==> src/rtl/dsi_seq_pkg.sv <==
package dsi_seq_pkg;
   localparam int ENTRY_W  = 32;
   localparam int SLOT_W   = 10;
   localparam int LIDX_W   = 3;
   localparam int DT_W     = 6;
   localparam int LP_BIT   = 30;
   localparam int MAX_SLOTS = 3;

   typedef struct packed {
      logic              en;
      logic [DT_W-1:0]   dt;
      logic [LIDX_W-1:0] lidx;
   } slot_t;

   typedef enum logic [1:0] {
      ST_IDLE   = 2'd0,
      ST_ISSUE  = 2'd1,
      ST_FINISH = 2'd2
   } seq_state_e;
endpackage

==> src/rtl/dsi_seq_slot_unpack.sv <==
module dsi_seq_slot_unpack
   import dsi_seq_pkg::*;
#(
   parameter int NUM_SLOTS = 3
) (
   input  logic [ENTRY_W-1:0]        entry_i,
   output slot_t [NUM_SLOTS-1:0]     slots_o,
   output logic  [NUM_SLOTS-1:0]     en_o,
   output logic                      lp_o
);
   if (NUM_SLOTS < 1 || NUM_SLOTS > MAX_SLOTS) begin : g_bad_slots
      $error("dsi_seq_slot_unpack: NUM_SLOTS must be 1..3");
   end

   for (genvar s = 0; s < NUM_SLOTS; s++) begin : g_slot
      localparam int BASE = s * SLOT_W;
      assign slots_o[s].lidx = entry_i[BASE +: LIDX_W];
      assign slots_o[s].dt   = entry_i[BASE + LIDX_W +: DT_W];
      assign slots_o[s].en   = entry_i[BASE + LIDX_W + DT_W];
      assign en_o[s]         = slots_o[s].en;
   end

   assign lp_o = entry_i[LP_BIT];

   logic unused_top_bit;
   assign unused_top_bit = entry_i[ENTRY_W-1];
endmodule

==> src/rtl/dsi_seq_slot_pick.sv <==
module dsi_seq_slot_pick #(
   parameter int NUM_SLOTS = 3,
   parameter int IDX_W     = 2
) (
   input  logic [NUM_SLOTS-1:0] en_i,
   input  logic [IDX_W-1:0]     from_i,
   output logic                 found_o,
   output logic [IDX_W-1:0]     idx_o
);
   if ((1 << IDX_W) <= NUM_SLOTS) begin : g_bad_w
      $error("dsi_seq_slot_pick: IDX_W too small to hold NUM_SLOTS");
   end

   // lowest enabled slot at or after from_i
   always_comb begin
      found_o = 1'b0;
      idx_o   = '0;
      for (int s = NUM_SLOTS - 1; s >= 0; s--) begin
         if (en_i[s] && (32'(from_i) <= s)) begin
            found_o = 1'b1;
            idx_o   = IDX_W'(s);
         end
      end
   end
endmodule

==> src/rtl/dsi_seq_len_lookup.sv <==
module dsi_seq_len_lookup
   import dsi_seq_pkg::*;
#(
   parameter int LEN_ENTRIES = 8,
   parameter int LEN_W       = 16
) (
   input  logic [LEN_ENTRIES*LEN_W-1:0] table_i,
   input  logic [LIDX_W-1:0]            idx_i,
   output logic [LEN_W-1:0]             len_o
);
   localparam int WORDS = LEN_ENTRIES / 2;

   if (LEN_ENTRIES < 2 || LEN_ENTRIES > (1 << LIDX_W) || (LEN_ENTRIES % 2) != 0) begin : g_bad_len
      $error("dsi_seq_len_lookup: LEN_ENTRIES must be even and 2..8");
   end

   logic [LEN_W-1:0] even_len [WORDS];
   logic [LEN_W-1:0] odd_len  [WORDS];

   for (genvar w = 0; w < WORDS; w++) begin : g_word
      assign even_len[w] = table_i[(2*w)   * LEN_W +: LEN_W];
      assign odd_len[w]  = table_i[(2*w+1) * LEN_W +: LEN_W];
   end

   always_comb begin
      len_o = '0;
      for (int w = 0; w < WORDS; w++) begin
         if (32'(idx_i) == 2*w)   len_o = even_len[w];
         if (32'(idx_i) == 2*w+1) len_o = odd_len[w];
      end
   end
endmodule

==> src/rtl/dsi_line_seq.sv <==
module dsi_line_seq
   import dsi_seq_pkg::*;
#(
   parameter int NUM_ENTRIES = 12,
   parameter int TYPE_W      = 4,
   parameter int NUM_SLOTS   = 3,
   parameter int LEN_ENTRIES = 8,
   parameter int LEN_W       = 16
) (
   input  logic                           clk_i,
   input  logic                           rst_ni,
   input  logic [NUM_ENTRIES*ENTRY_W-1:0] seq_table_i,
   input  logic [LEN_ENTRIES*LEN_W-1:0]   len_table_i,
   input  logic                           line_start_i,
   input  logic [TYPE_W-1:0]              line_type_i,
   input  logic                           pkt_done_i,
   output logic                           desc_valid_o,
   output logic [DT_W-1:0]                desc_dtype_o,
   output logic [LEN_W-1:0]               desc_wc_o,
   output logic                           line_done_o,
   output logic                           lp_req_o,
   output logic                           busy_o
);
   localparam int SIDX_W = $clog2(NUM_SLOTS + 1);

   if ((1 << TYPE_W) < NUM_ENTRIES) begin : g_bad_type
      $error("dsi_line_seq: TYPE_W cannot address NUM_ENTRIES");
   end
   if (NUM_ENTRIES < 1) begin : g_bad_entries
      $error("dsi_line_seq: NUM_ENTRIES must be at least 1");
   end

   seq_state_e         state_q;
   logic [ENTRY_W-1:0] entry_q;
   logic [SIDX_W-1:0]  slot_q;

   // entry selection; out-of-range codes give an empty entry
   logic [ENTRY_W-1:0] new_entry;
   always_comb begin
      new_entry = '0;
      for (int e = 0; e < NUM_ENTRIES; e++) begin
         if (32'(line_type_i) == e) new_entry = seq_table_i[e*ENTRY_W +: ENTRY_W];
      end
   end

   slot_t [NUM_SLOTS-1:0] new_slots, cur_slots;
   logic  [NUM_SLOTS-1:0] new_en, cur_en;
   logic                  new_lp, cur_lp;

   dsi_seq_slot_unpack #(.NUM_SLOTS(NUM_SLOTS)) u_unpack_new (
      .entry_i (new_entry),
      .slots_o (new_slots),
      .en_o    (new_en),
      .lp_o    (new_lp)
   );

   dsi_seq_slot_unpack #(.NUM_SLOTS(NUM_SLOTS)) u_unpack_cur (
      .entry_i (entry_q),
      .slots_o (cur_slots),
      .en_o    (cur_en),
      .lp_o    (cur_lp)
   );

   // one search unit, fed from the incoming entry when idle
   logic                 idle;
   logic [NUM_SLOTS-1:0] search_en;
   logic [SIDX_W-1:0]    search_from;
   logic                 pick_found;
   logic [SIDX_W-1:0]    pick_idx;

   assign idle        = (state_q == ST_IDLE);
   assign search_en   = idle ? new_en : cur_en;
   assign search_from = idle ? '0 : (slot_q + SIDX_W'(1));

   dsi_seq_slot_pick #(.NUM_SLOTS(NUM_SLOTS), .IDX_W(SIDX_W)) u_pick (
      .en_i    (search_en),
      .from_i  (search_from),
      .found_o (pick_found),
      .idx_o   (pick_idx)
   );

   always_ff @(posedge clk_i) begin
      if (!rst_ni) begin
         state_q <= ST_IDLE;
         entry_q <= '0;
         slot_q  <= '0;
      end else begin
         unique case (state_q)
            ST_IDLE: begin
               if (line_start_i) begin
                  entry_q <= new_entry;
                  if (pick_found) begin
                     slot_q  <= pick_idx;
                     state_q <= ST_ISSUE;
                  end else begin
                     state_q <= ST_FINISH;
                  end
               end
            end
            ST_ISSUE: begin
               if (pkt_done_i) begin
                  if (pick_found) slot_q <= pick_idx;
                  else            state_q <= ST_FINISH;
               end
            end
            ST_FINISH: state_q <= ST_IDLE;
            default:   state_q <= ST_IDLE;
         endcase
      end
   end

   slot_t cur_slot;
   always_comb begin
      cur_slot = '0;
      for (int s = 0; s < NUM_SLOTS; s++) begin
         if (32'(slot_q) == s) cur_slot = cur_slots[s];
      end
   end

   dsi_seq_len_lookup #(.LEN_ENTRIES(LEN_ENTRIES), .LEN_W(LEN_W)) u_len (
      .table_i (len_table_i),
      .idx_i   (cur_slot.lidx),
      .len_o   (desc_wc_o)
   );

   assign desc_valid_o = (state_q == ST_ISSUE);
   assign desc_dtype_o = cur_slot.dt;
   assign line_done_o  = (state_q == ST_FINISH);
   assign lp_req_o     = line_done_o && cur_lp;
   assign busy_o       = !idle;

   logic unused_new_meta;
   assign unused_new_meta = new_lp ^ (^new_slots) ^ cur_slot.en;
endmodule

==> config.mk <==
export PLATFORM = sky130hd
export DESIGN_NAME = dsi_line_seq
export DESIGN_NICKNAME = d
export VERILOG_FILES = /design/src/rtl/dsi_seq_pkg.sv /design/src/rtl/dsi_seq_slot_unpack.sv /design/src/rtl/dsi_seq_slot_pick.sv /design/src/rtl/dsi_seq_len_lookup.sv /design/src/rtl/dsi_line_seq.sv
export SDC_FILE = /design/constraint.sdc
export NUM_CORES = 1
export LEC_CHECK = 0
export BUFFER_PORTS_ARGS = -buffer_cell sky130_fd_sc_hd__buf_2
export CELL_PAD_IN_SITES_DETAIL_PLACEMENT = 1
export CELL_PAD_IN_SITES_GLOBAL_PLACEMENT = 1
export CORE_AREA = 2 2 215 217
export CTS_CLUSTER_DIAMETER = 50
export CTS_CLUSTER_SIZE = 24
export DETAILED_ROUTE_END_ITERATION = 16
export DIE_AREA = 0 0 217 219
export GPL_ROUTABILITY_DRIVEN = 0
export PLACE_DENSITY = 0.58
export RECOVER_POWER = 25
export SETUP_SLACK_MARGIN = 0.02
export SYNTH_ARGS = -nofsm -noshare
export SYNTH_HDL_FRONTEND = slang
export SYNTH_SLANG_ARGS = --single-unit
==> constraint.sdc <==
create_clock -name clk_i -period 4.4 [get_ports clk_i]
set_input_delay 0 -clock clk_i [delete_from_list [all_inputs] [get_ports clk_i]]
set_output_delay 0 -clock clk_i [all_outputs]
set_load 0.02 [all_outputs]
# Yosys cells after proc, flatten, opt, wreduce, memory -nomap -nowiden
# Cells that the tools add are included.
[word_totals] register_bits=35 inputBits=520 word_cells=85
[op_classes] n_addsub=1 order_cmp=3 n_eq_ne=25 muxes=40 reduce_logical=13
[op_table] op="31-bit two-way mux" count=12
[op_table] op="16-bit two-way mux" count=8
[op_table] op="9-bit two-way mux" count=3
[op_table] op="2-bit two-way mux" count=11
[op_table] op="4-bit by 3-bit == test with 1-bit output (second input constant)" count=4
[op_table] op="4-bit == test (second input constant)" count=4
[op_table] op="3-bit == test (second input constant)" count=4
[op_table] op="4-bit by 2-bit == test with 1-bit output (second input constant)" count=2
[op_table] op="2-bit case mux with 2 select lines" count=2
[op_table] op="3-bit by 2-bit == test with 1-bit output (second input constant)" count=2
[op_table] op="2-bit != test (second input constant)" count=3
[op_table] op="3-bit AND reduction" count=2
[op_table] op="2-bit by 1-bit == test with 1-bit output (second input constant)" count=2
[op_table] op="2-bit == test (second input constant)" count=2
[op_table] op="4-bit by 1-bit == test with 1-bit output (second input constant)" count=1
[op_table] op="2-bit by 1-bit <= comparator with 1-bit output (second input constant)" count=2
[op_table] op="1-bit logical AND" count=4
[op_table] op="2-bit logical NOT" count=2
[op_table] op="4-bit logical NOT" count=1
[op_table] op="3-bit by 1-bit == test with 1-bit output (second input constant)" count=1
[op_table] op="3-bit logical NOT" count=1
[op_table] op="1-bit two-way mux" count=3
[op_table] op="3-bit two-way mux" count=1
[op_table] op="2-bit by 1-bit adder with 2-bit output (second input constant)" count=1
[op_table] op="other kinds (4)" count=4

# Longest topological paths before layout
# Gate-level depths: netlist of run 1.
[depth] word_depth=21 depth_mapped=11 mapped_depth_nobuf=8

# By module
# Synthesis of run 1 repeated with hierarchy kept, for this count alone.
[hier_totals] hier_cells=1032 area_unflattened_um2=7981.4
[modules_own_cells] module="dsi_line_seq" n_inst=1 cells_per_inst=766 area_each_um2=6052.1
[modules_own_cells] module="dsi_seq_len_lookup" n_inst=1 cells_per_inst=189 area_each_um2=1362.6
[modules_own_cells] module="dsi_seq_slot_unpack" n_inst=2 cells_per_inst=34 area_each_um2=255.2
[modules_own_cells] module="dsi_seq_slot_pick" n_inst=1 cells_per_inst=9 area_each_um2=56.3

# Least setup slack after synthesis of run 1
# No wires, ideal clock.
[synth_timing] path_kind="reg-to-output" from="register slot_q[0]" to="output desc_wc_o[14]" t_arrival_ps=2323 required_ps=4400 slack_ps=2077 path_stages_with_launch=10 path_buffers=3 cell_sequence="dfxtp_1 > inv_1 > ha_1 > buf_2 > a21oi_1 > a22oi_4 > buf_2 > buf_4 > a31o_2 > a221oi_1"
[synth_via] elab_chain_cells=13 word_cells_on_any_way=22 classes_between="eq/ne: 9; mux: 11; reduce/logical: 2"
[synth_lines] item="start, declared" line="dsi_line_seq.sv:35" source="logic [SIDX_W-1:0] slot_q;"
[synth_lines] item="start signal, assigned" line="dsi_line_seq.sv:93" source="slot_q <= pick_idx;"
[synth_lines] item="start signal, assigned" line="dsi_line_seq.sv:102" source="if (pick_found) slot_q <= pick_idx;"
[synth_lines] item="2-bit logical NOT" line="dsi_line_seq.sv:116" source="if (32'(slot_q) == s) cur_slot = cur_slots[s];"
[synth_lines] item="9-bit two-way mux (2 in series)" line="dsi_line_seq.sv:116"
[synth_lines] item="9-bit two-way mux *" line="dsi_line_seq.sv:116"
[synth_lines] item="3-bit logical NOT" line="dsi_seq_len_lookup.sv:28" source="if (32'(idx_i) == 2*w) len_o = even_len[w];"
[synth_lines] item="16-bit two-way mux" line="dsi_seq_len_lookup.sv:28"
[synth_lines] item="16-bit two-way mux" line="dsi_seq_len_lookup.sv:29" source="if (32'(idx_i) == 2*w+1) len_o = odd_len[w];"
[synth_lines] item="16-bit two-way mux" line="dsi_seq_len_lookup.sv:28"
[synth_lines] item="16-bit two-way mux" line="dsi_seq_len_lookup.sv:29"
[synth_lines] item="16-bit two-way mux" line="dsi_seq_len_lookup.sv:28"
[synth_lines] item="16-bit two-way mux" line="dsi_seq_len_lookup.sv:29"
[synth_lines] item="16-bit two-way mux" line="dsi_seq_len_lookup.sv:28"
[synth_lines] item="16-bit two-way mux *" line="dsi_seq_len_lookup.sv:29"
[synth_lines] item="end, declared" line="dsi_line_seq.sv:19" source="output logic [LEN_W-1:0] desc_wc_o,"
# Every way passes the cells marked *; elsewhere a longest branch is shown, timed or not.

# Final worst setup path of run 1
[layout_timing] from="input line_type_i[0]" to="register slot_q[1]"
[layout_via] elab_chain_cells=21 word_cells_on_any_way=38 classes_between="eq/ne: 11; mux: 23; reduce/logical: 4"
[layout_lines] item="start, declared" line="dsi_line_seq.sv:15" source="input logic [TYPE_W-1:0] line_type_i,"
[layout_lines] item="4-bit logical NOT" line="dsi_line_seq.sv:42" source="if (32'(line_type_i) == e) new_entry = seq_table_i[e*ENTRY_W +: ENTRY_W];"
[layout_lines] item="31-bit two-way mux (11 in series)" line="dsi_line_seq.sv:42"
[layout_lines] item="31-bit two-way mux *" line="dsi_line_seq.sv:42"
[layout_lines] item="3-bit two-way mux *" line="dsi_line_seq.sv:72" source="assign search_en = idle ? new_en : cur_en;"
[layout_lines] item="1-bit logical AND" line="dsi_seq_slot_pick.sv:19" source="if (en_i[s] && (32'(from_i) <= s)) begin"
[layout_lines] item="2-bit two-way mux or 1-bit two-way mux (tied branches) (3 in series)" line="dsi_seq_slot_pick.sv:19"
[layout_lines] item="2-bit two-way mux *" line="dsi_line_seq.sv:92, dsi_line_seq.sv:102"
[layout_lines] item="2-bit two-way mux (on tied branches)" line="dsi_line_seq.sv:101, dsi_line_seq.sv:90"
[layout_lines] item="2-bit case mux with 2 select lines *" line="dsi_line_seq.sv:88" source="unique case (state_q)"
# Every way passes the cells marked *; elsewhere a longest branch is shown, timed or not. The select of a mux whose other input is x is not followed.
# A chain may end at the register's enable or synchronous reset.

==> results of run 1 <==
-- logic make-up (layout without fill, tap and decap cells) --
family          Yosys count  after routing  share of synthesized area (%)
buf+inv                 100            592                          8.059
other cells               0              7                              0
mux                     111            111                          19.64
simple gates            234            234                          19.21
flops                    35             35                          11.09
fa+ha+maj                 3              3                         0.5941
compound gates          386            386                          41.41
-- layout make-up --
cell class              count  area share [%]
multi-input cells         734           52.27
repair buffers            573           30.58
well taps                 600           7.655
flip-flops and latches     35           7.145
clock buffers               5           1.276
clock inverters             3          0.4721
inverters                  11          0.4210
diodes                      7          0.1786
-- flip-flops by register name, indices dropped and copies added, names as in the netlist --
signal   count
slot_q       2
state_q      2
entry_q     31
-- path summary, 6_finish.rpt --
kind | to | cells after the start | start | slack, ns
worst max-delay path | slot_q[1]$_SDFFE_PN0P_ | 7 | line_type_i[0] | 0.73
worst min-delay path | entry_q[12]$_SDFFE_PN0P_ | 3 | seq_table_i[300] | 0.01
worst max register to register | entry_q[23]$_SDFFE_PN0P_ | 7 | state_q[0]$_SDFFE_PN0P_ | 1.42
worst min register to register | entry_q[19]$_SDFFE_PN0P_ | 2 | entry_q[19]$_SDFFE_PN0P_ | 0.49
-- power by group --
| group | switching (W) | internal, W |
|---|---|---|
| logic | 0.000995 | 0.000662 |
| registers | 0.0000424 | 0.000365 |
| clock network | 0.000162 | 0.000270 |
| total | 0.00120 | 0.00130 |
-- metal layers --
metal	share of wire [%]	global-route usage (%)
met5	0.13	0
met1	41	21.48
met3	7.2	3.895
met4	3.8	7.580
met2	48	32.08
-- placed cells by master, fill, tap and decap left out, types with 5 or more instances in the layout --
cell             n
nand2b_1        11
a2bb2oi_1        8
a31oi_1          8
diode_2          7
o21ai_0         70
nor3_1           8
o211ai_1         6
and2_1           6
a21o_1          12
mux4_2           8
o22ai_1         29
clkbuf_16        5
nor2_1          55
a211oi_1        14
buf_2          521
o2111ai_1        5
nor2b_1         21
o21ai_1         12
nand3b_1         7
a21oi_1         97
o221ai_1        20
mux2i_1         79
mux2_2          23
and3b_1         11
dfxtp_1         35
a221o_1         10
inv_1           11
dlygate4sd3_1   18
a222oi_1         9
a221oi_1        14
nand3_1         11
a22oi_1         22
clkbuf_1        11
nand2_1         75
buf_4           22
a22o_1          10
-- tightest hold or removal path, cell delays in order --
cell and delay [ns]:
buf_2 0.08, o21ai_1 0.06, a21oi_1 0.12
-- through the flow --
step | util [%] | power [W] | instance area, um^2 | std cells | worst slack (ns)
finish | 21.75 | 0.002497 | 9807 | 1968 | 0.7276
global route | 21.75 | 0.002685 | 9807 | 1968 | 0.5367
CTS | 21.75 | 0.002547 | 9808 | 1961 | 0.8044
detailed placement | 20.97 | 0.002086 | 9457 | 1935 | 1.181
global placement | 20.97 | 0.002058 | 9457 | 1935 | 1.283
floorplan | - | 0.001384 | 6319 | 869 | 2.077
-- what timing repair did --
item,CTS,global route
hold buffers,18,0
setup endpoints to repair,0,0
endpoints found under the hold margin,18,0
==> flow_summary.json, run 1 <==
{
  "status": "finished with violations",
  "core_area_um2": 45090,
  "root_buffer": "clkbuf_16",
  "fmax_mhz": 272.3,
  "grt_pass1_vias": 9968,
  "rsz0062_at_grt": "false",
  "grt.overflow.total": 0,
  "start_kind": "input pin",
  "p_leak_nw": 4.429,
  "vias": 9231,
  "dieArea_um2": 47520,
  "crit_fanout": 65,
  "path_cells": "clkbuf_2, inv_1, o32ai_1, nor4b_2, a211oi_4, a221oi_2, a211oi_2",
  "insertion_delay_ns": 0.30,
  "async_flop_share_pct": 0,
  "cap_violations": 1,
  "num-fill-cells": 5712,
  "grt_pass1_wl_um": 63980,
  "critPathRequiredTime_ns": 4.61,
  "htree_levels": 2,
  "ios": 546,
  "clkSlewWorstSetupHoldPaths_ns": 0.06,
  "cp_top_family": "buffers and inverters",
  "cts_tree": "yes",
  "ys_seq_area_share_pct": 11.09,
  "syn_to_final_growth_pct": 55.21,
  "period_minus_slack_ns": 3.672,
  "finClkSkew_ns": 0.005041,
  "violations": "max-capacitance violations, max-slew violations",
  "whs_ns": 0.01268,
  "slowest_stage": "clkbuf_2",
  "max_stage_delay_ns": 1.14,
  "drv_slew": 66,
  "drtAntennaViolNets": 0,
  "cts_post_setup_buffers_inserted": 0,
  "yosys_warnings": 0,
  "yosysMostFrequentCell": "a21oi_1",
  "synth_fp_nets": 1392,
  "drcViolationCount": 0,
  "via_per_inst": 4.691,
  "multi_input_area_um2": 5126,
  "worst_pin_slew_ns": 1.605,
  "critPathBufInv": 2,
  "synth-main-ff-cell": "dfxtp_1",
  "powerDensity_nw_per_um2": 254.7,
  "syn_area_per_cell_um2": 7.271,
  "cts_num_sinks": 35,
  "synth_top_area_cell": "mux2i_1",
  "synthCells": 869,
  "finalSetupViolCount": 0,
  "drtIter0Drc": 469,
  "grt_max_degree": 66,
  "min_path_type": "input pin to flip-flop",
  "slew_headroom_pct": -7.003,
  "fin_setup_tns_ns": 0,
  "arrival_ns": 3.88,
  "antenna_found_initial": 18,
  "hold_viol_final": 0,
  "post_cts_resize_count": 0,
  "die_h_um": 219,
  "path_class": "input pin to flip-flop",
  "ys_types": 75,
  "first_pass_iters": 7,
  "cts_buffers": 5,
  "drt-total-wl_um": 45300,
  "synth-edff-count": 0,
  "min_period_over_period_pct": 83.46,
  "synth_area_leaders": "mux2i_1, dfxtp_1, a21oi_1",
  "drive_gt1_share_pct": 44.75,
  "fin_nets": 1883,
  "seq_area_um2": 700.7,
  "end_kind": "flip-flop",
  "routedWlPerCell_um": 23.02,
  "dp_hpwl_um": 38440,
  "fp-row-count": 78,
  "port_buffers": 533,
  "clockBufferDepth": 2,
  "grt_use_total_pct": 18.27,
  "syn_area_um2": 6319,
  "synth_seq_cells": 35,
  "synth_top_area_share_pct": 12.51,
  "start_util_pct": 14.01,
  "yosys-top-cells-count": "a21oi_1, mux2i_1, nand2_1",
  "ir_drop_mv": 0.1418,
  "die_x_um": 217
}
No activity file was read; power rests on OpenSTA's default activity.
==> inputs of run 2 (changes only) <==
Settings changed: CORE_AREA 2 2 215 217 to 2 2 211 213, DIE_AREA 0 0 217 219 to 0 0 213 215, PLACE_DENSITY 0.58 to 0.6.
Clock period 4.4 ns to 3.8 ns, I/O delays scaled along.
==> run 2 against run 1 <==
Worst hold slack got worse by 0.00096 ns. The flow still finishes with violations (max-capacitance violations, max-slew violations). First-iteration DRC count shrank 12%. Critical endpoint unchanged. Clock-buffer cell count did not move.
==> flow_summary.json, run 2 (synthesized netlist as in run 1, its figures left out) <==
{
  "slowest_stage": "clkbuf_1",
  "path_class": "input pin to flip-flop",
  "fin_setup_tns_ns": 0,
  "first_pass_iters": 5,
  "final_common_cell": "buf_2",
  "drtAntennaViolNets": 0,
  "violations": "max-capacitance violations, max-slew violations",
  "antenna_found_initial": 18,
  "reg.largest.list": "entry_q: 31 flops, slot_q: 2 flops, state_q: 2 flops",
  "final_cell_mix": "buf_2, a21oi_1, mux2i_1",
  "slew_headroom_pct": -5.225,
  "fmax_mhz": 304.5,
  "hold_viol_final": 0,
  "arrival_ns": 3.43,
  "grt_pass1_wl_um": 62690,
  "worst_pin_slew_ns": 1.571,
  "clkSlewWorstSetupHoldPaths_ns": 0.06,
  "start_kind": "input pin",
  "grt.overflow.total": 0,
  "drv_slew": 21,
  "postLayoutCellArea_um2": 9752,
  "dieArea_um2": 45800,
  "path_cells": "clkbuf_1, clkbuf_1, nand2b_1, nor3_1, a211oi_1, o41ai_2, o31a_1, a211oi_2",
  "fp-row-count": 77,
  "p_leak_nw": 4.412,
  "clockBufferDepth": 2,
  "dp.cells": 1931,
  "ir_drop_mv": 0.1674,
  "drt-total-wl_um": 44330,
  "status": "finished with violations",
  "via_per_inst": 4.739,
  "min_period_over_period_pct": 86.44,
  "end_kind": "flip-flop",
  "dp_hpwl_um": 37820,
  "dpl_cell_area_um2": 9489,
  "ios": 546,
  "cts_buffers": 5,
  "drive_gt1_share_pct": 45.03,
  "die_h_um": 215,
  "start_util_pct": 14.48,
  "vias": 9279,
  "grt_max_degree": 48,
  "grt_pass1_vias": 9705,
  "syn_to_final_growth_pct": 54.34,
  "rsz0062_at_grt": "false",
  "critPathRequiredTime_ns": 3.95,
  "cts_post_setup_buffers_inserted": 0,
  "cpMostUsedCell": "clkbuf_1",
  "drcViolationCount": 0,
  "largest_register": "entry_q",
  "root_buffer": "clkbuf_16",
  "cts_num_sinks": 35,
  "fin_cells": 1958,
  "fin_nets": 1882,
  "grt_use_total_pct": 18.51,
  "crit_fanout": 25,
  "die_x_um": 213,
  "period_minus_slack_ns": 3.285,
  "htree_levels": 2,
  "min_path_type": "input pin to flip-flop",
  "drtIter0Drc": 412,
  "max_stage_delay_ns": 0.82,
  "port_buffers": 533,
  "powerDensity_nw_per_um2": 284.3,
  "core_area_um2": 43640,
  "finalSetupViolCount": 0,
  "insertion_delay_ns": 0.29,
  "routedWlPerCell_um": 22.64,
  "largest_register_ffs": 31,
  "finClkSkew_ns": 0.004135,
  "cts_tree": "yes",
  "cap_violations": 1
}
==> run 2: per-stage QoR <==
step	power, W	setup slack [ns]	util, %	hold WS [ns]
finish	0.002772	0.5154	22.34	0.01172
global route	0.002980	0.2729	22.33	0.03043
CTS	0.002817	0.4952	22.36	0.003876
detailed placement	0.002386	0.8143	21.74	0.2294
global placement	0.002354	0.8690	21.74	0.2253
floorplan	0.001603	1.477	-	0.1383
==> run 2: cell type report <==
class	instances	area [um^2]
Fill cell	5475	33890
Tap cell	592	740.7
Multi-Input combinational cell	734	5120
Inverter	11	41.29
Sequential cell	35	700.7
Clock buffer	5	125.1
Timing Repair Buffer	572	2993
Clock inverter	2	13.76
Antenna cell	7	17.52
==> run 2: path summary, 6_finish.rpt <==
kind | startpoint | endpoint | slack (ns) | depth (start not counted)
hold / removal | seq_table_i[366] | entry_q[14]$_SDFFE_PN0P_ | 0.01 | 3
setup / recovery | line_type_i[2] | slot_q[1]$_SDFFE_PN0P_ | 0.52 | 8
setup reg to reg | state_q[0]$_SDFFE_PN0P_ | entry_q[23]$_SDFFE_PN0P_ | 1.76 | 6
hold reg to reg | entry_q[29]$_SDFFE_PN0P_ | entry_q[29]$_SDFFE_PN0P_ | 0.47 | 2
==> run 2: repair_timing <==
item / in CTS / in global routing
endpoints found under the hold margin: 13 / 0
gates resized for setup: 0 / 0
hold buffers: 13 / 0
==> run 2: layer usage <==
layer  vias to the layer above  GRT usage (%)  routed length (um)
li1                       4356              -                   -
met1                      4468          22.41               18460
met2                       392          33.92               22290
met3                        47          3.346                2883
met4                        16          3.380                 575
met5                         -              0                 118
==> run 2: power by group <==
group          switching (W)  internal [W]  total (W)
Sequential         0.0000435      0.000423   0.000467
Combinational        0.00112      0.000774    0.00190
Clock               0.000169      0.000239   0.000408
==> run 2: critical path: cells and delay by family <==
| family | cells | cell delay, ns |
|---|---|---|
| AND/OR/NAND/NOR | 2 | 0.81 |
| AO/OA/AOI/OAI | 4 | 1.22 |
| buffers and inverters | 2 | 1.39 |
==> inputs of run 3 (changes only) <==
Settings changed: CORE_AREA 2 2 211 213 to 2 2 213 215, DIE_AREA 0 0 213 215 to 0 0 215 217, PLACE_DENSITY 0.6 to 0.61.
Clock period 3.8 ns to 3 ns, I/O delays scaled along.
==> run 3 against run 2 <==
The run now ends clean. Combinational power up 32%. Clock skew about the same. Non-clock buffer count up 23. Via count up 1.5%. Global-route usage down 0.14 points. Critical path depth up 1. Register-to-register slack worse by 1.0 ns. Die area up 1.9%. Clock power up 51%.
==> flow_summary.json, run 3 (synthesized netlist as in run 1, its figures left out) <==
{
  "status": "completed",
  "fin_nets": 1905,
  "grt.overflow.total": 0,
  "grt_use_total_pct": 18.37,
  "clkSlewWorstSetupHoldPaths_ns": 0.06,
  "start_util_pct": 14.14,
  "ios": 546,
  "dp_hpwl_um": 38930,
  "postLayoutCellArea_um2": 10020,
  "drcViolationCount": 0,
  "cts_tree": "yes",
  "cap_violations": 0,
  "worstHoldPathCells": 3,
  "cts_buffers": 5,
  "largest_register": "entry_q",
  "end_kind": "output pin",
  "final_util_pct": 22.42,
  "largest_register_ffs": 31,
  "drt-total-wl_um": 44890,
  "rsz0062_at_grt": "false",
  "final_cell_mix": "buf_2, a21oi_1, mux2i_1",
  "cpMostUsedCell": "buf_4",
  "ir_drop_mv": 0.2189,
  "p_total_w": 0.003724,
  "drive_gt1_share_pct": 46.49,
  "reg2reg_to": "entry_q[30]$_SDFFE_PN0P_",
  "drv_slew": 0,
  "port_buffers": 533,
  "cts_num_sinks": 35,
  "finClkSkew_ns": 0.003940,
  "arrival_ns": 2.75,
  "slowest_stage": "dfxtp_1",
  "critPathRequiredTime_ns": 3.00,
  "clockBufferDepth": 2,
  "fp-row-count": 78,
  "dieArea_um2": 46660,
  "grt_pass1_vias": 9924,
  "start_kind": "flip-flop",
  "critPathBufInv": 4,
  "multi_input_area_um2": 5135,
  "antenna_found_initial": 18,
  "post-route-worst-setup-slack_ns": 0.2484,
  "hold_end": "entry_q[24]$_SDFFE_PN0P_",
  "routedWlPerCell_um": 22.51,
  "p_leak_nw": 4.555,
  "finalSetupViolCount": 0,
  "crit_fanout": 12,
  "htree_levels": 2,
  "drtAntennaViolNets": 0,
  "period_minus_slack_ns": 2.752,
  "path_cells": "inv_1, ha_2, buf_4, buf_4, a22o_1, nand2_2, o22ai_1, a221oi_1, buf_2",
  "seq_area_um2": 700.7,
  "insertion_delay_ns": 0.29,
  "grt_max_degree": 51,
  "cp_top_family": "compound AO/OA/AOI/OAI gates",
  "hold_path_startpoint": "seq_table_i[376]",
  "fin_setup_tns_ns": 0,
  "worstRegToRegCells": 5,
  "min_path_type": "input pin to flip-flop",
  "syn_to_final_growth_pct": 58.61,
  "via_per_inst": 4.723,
  "root_buffer": "clkbuf_16",
  "final_common_cell": "buf_2",
  "first_pass_iters": 4,
  "fmax_mhz": 363.4,
  "max_stage_delay_ns": 0.43,
  "powerDensity_nw_per_um2": 371.6,
  "reg.largest.list": "entry_q: 31 flops, slot_q: 2 flops, state_q: 2 flops",
  "pre_cts_slack_ns": 0.2566,
  "die_h_um": 217,
  "r2r_setup_slack_ns": 0.74,
  "worst_pin_slew_ns": 1.142,
  "core_area_um2": 44700,
  "slew_headroom_pct": 23.84,
  "grt_pass1_wl_um": 63820,
  "die_x_um": 215,
  "path_class": "flip-flop to output pin",
  "hold_viol_final": 0,
  "dpl_cell_area_um2": 9654,
  "r2r_start": "state_q[0]$_SDFFE_PN0P_",
  "min_period_over_period_pct": 91.72,
  "drtIter0Drc": 437,
  "num-fill-cells": 5687,
  "vias": 9417
}
[run 3: cell types whose count changed in the layout (fill, tap and decap cells not counted), moves of 2 or more]
cell and change:
clkbuf_1 -3, buf_4 +19, buf_2 +2, ha_2 +2, buf_12 +2, ha_1 -2
diode_2 +4, clkbuf_2 +2
[run 3: where the power goes]
part	switching [W]	leakage [nW]	internal (W)
Sequential	0.0000676	0.287	0.000536
Combinational	0.00146	4.19	0.00105
Clock	0.000222	0.0805	0.000395
[run 3: final cells by class]
cell class,instances,share of cell area [%]
inverter,11,0.4120
clock inverter,3,0.4619
timing repair buffer,595,31.89
sequential,35,6.991
antenna,11,0.2747
multi-input combinational,734,51.24
tap,600,7.491
clock buffer,5,1.248
[run 3: what timing repair did]
action,in CTS,in global routing
endpoints found under the setup margin,12,3
gates resized for setup,1,4
pin swaps,2,0
hold endpoints to repair,13,0
setup buffers,4,0
hold buffers,13,0
[run 3: per-stage QoR]
step,hold WS (ns),cells
final,0.01052,1994
after CTS,0.0002365,1983
after detailed placement,0.2284,1958
after floorplan,0.1383,869
after global placement,0.2282,1958
after global routing,0.03083,1992
[run 3: worst max path at each step]
stage,startpoint,endpoint,slack [ns],cells past startpoint
floorplan,slot_q[0]$_SDFFE_PN0P_,desc_wc_o[14],0.68,9
global placement,slot_q[1]$_SDFFE_PN0P_,desc_wc_o[1],0.32,10
detailed placement,slot_q[1]$_SDFFE_PN0P_,desc_wc_o[1],0.26,10
CTS,slot_q[0]$_SDFFE_PN0P_,desc_wc_o[4],0.09,11
global route,slot_q[0]$_SDFFE_PN0P_,desc_wc_o[4],0.02,11
finish,slot_q[0]$_SDFFE_PN0P_,desc_wc_o[8],0.25,9
[run 3: metal layers]
metal	vias up	GRT usage (%)	part of all wire [%]
met5	-	0	0.058
met2	433	33.61	50
met1	4507	21.06	40
li1	4412	-	-
met3	61	3.131	6.3
met4	4	7.747	3.8
[run 3: worst reg2reg max path: stages, from the launching register on]
cell and delay, ns:
dfxtp_1 0.34, nor2_1 0.28, nand2_1 0.29, buf_4 0.35, nor3_2 0.68, a221o_1 0.27
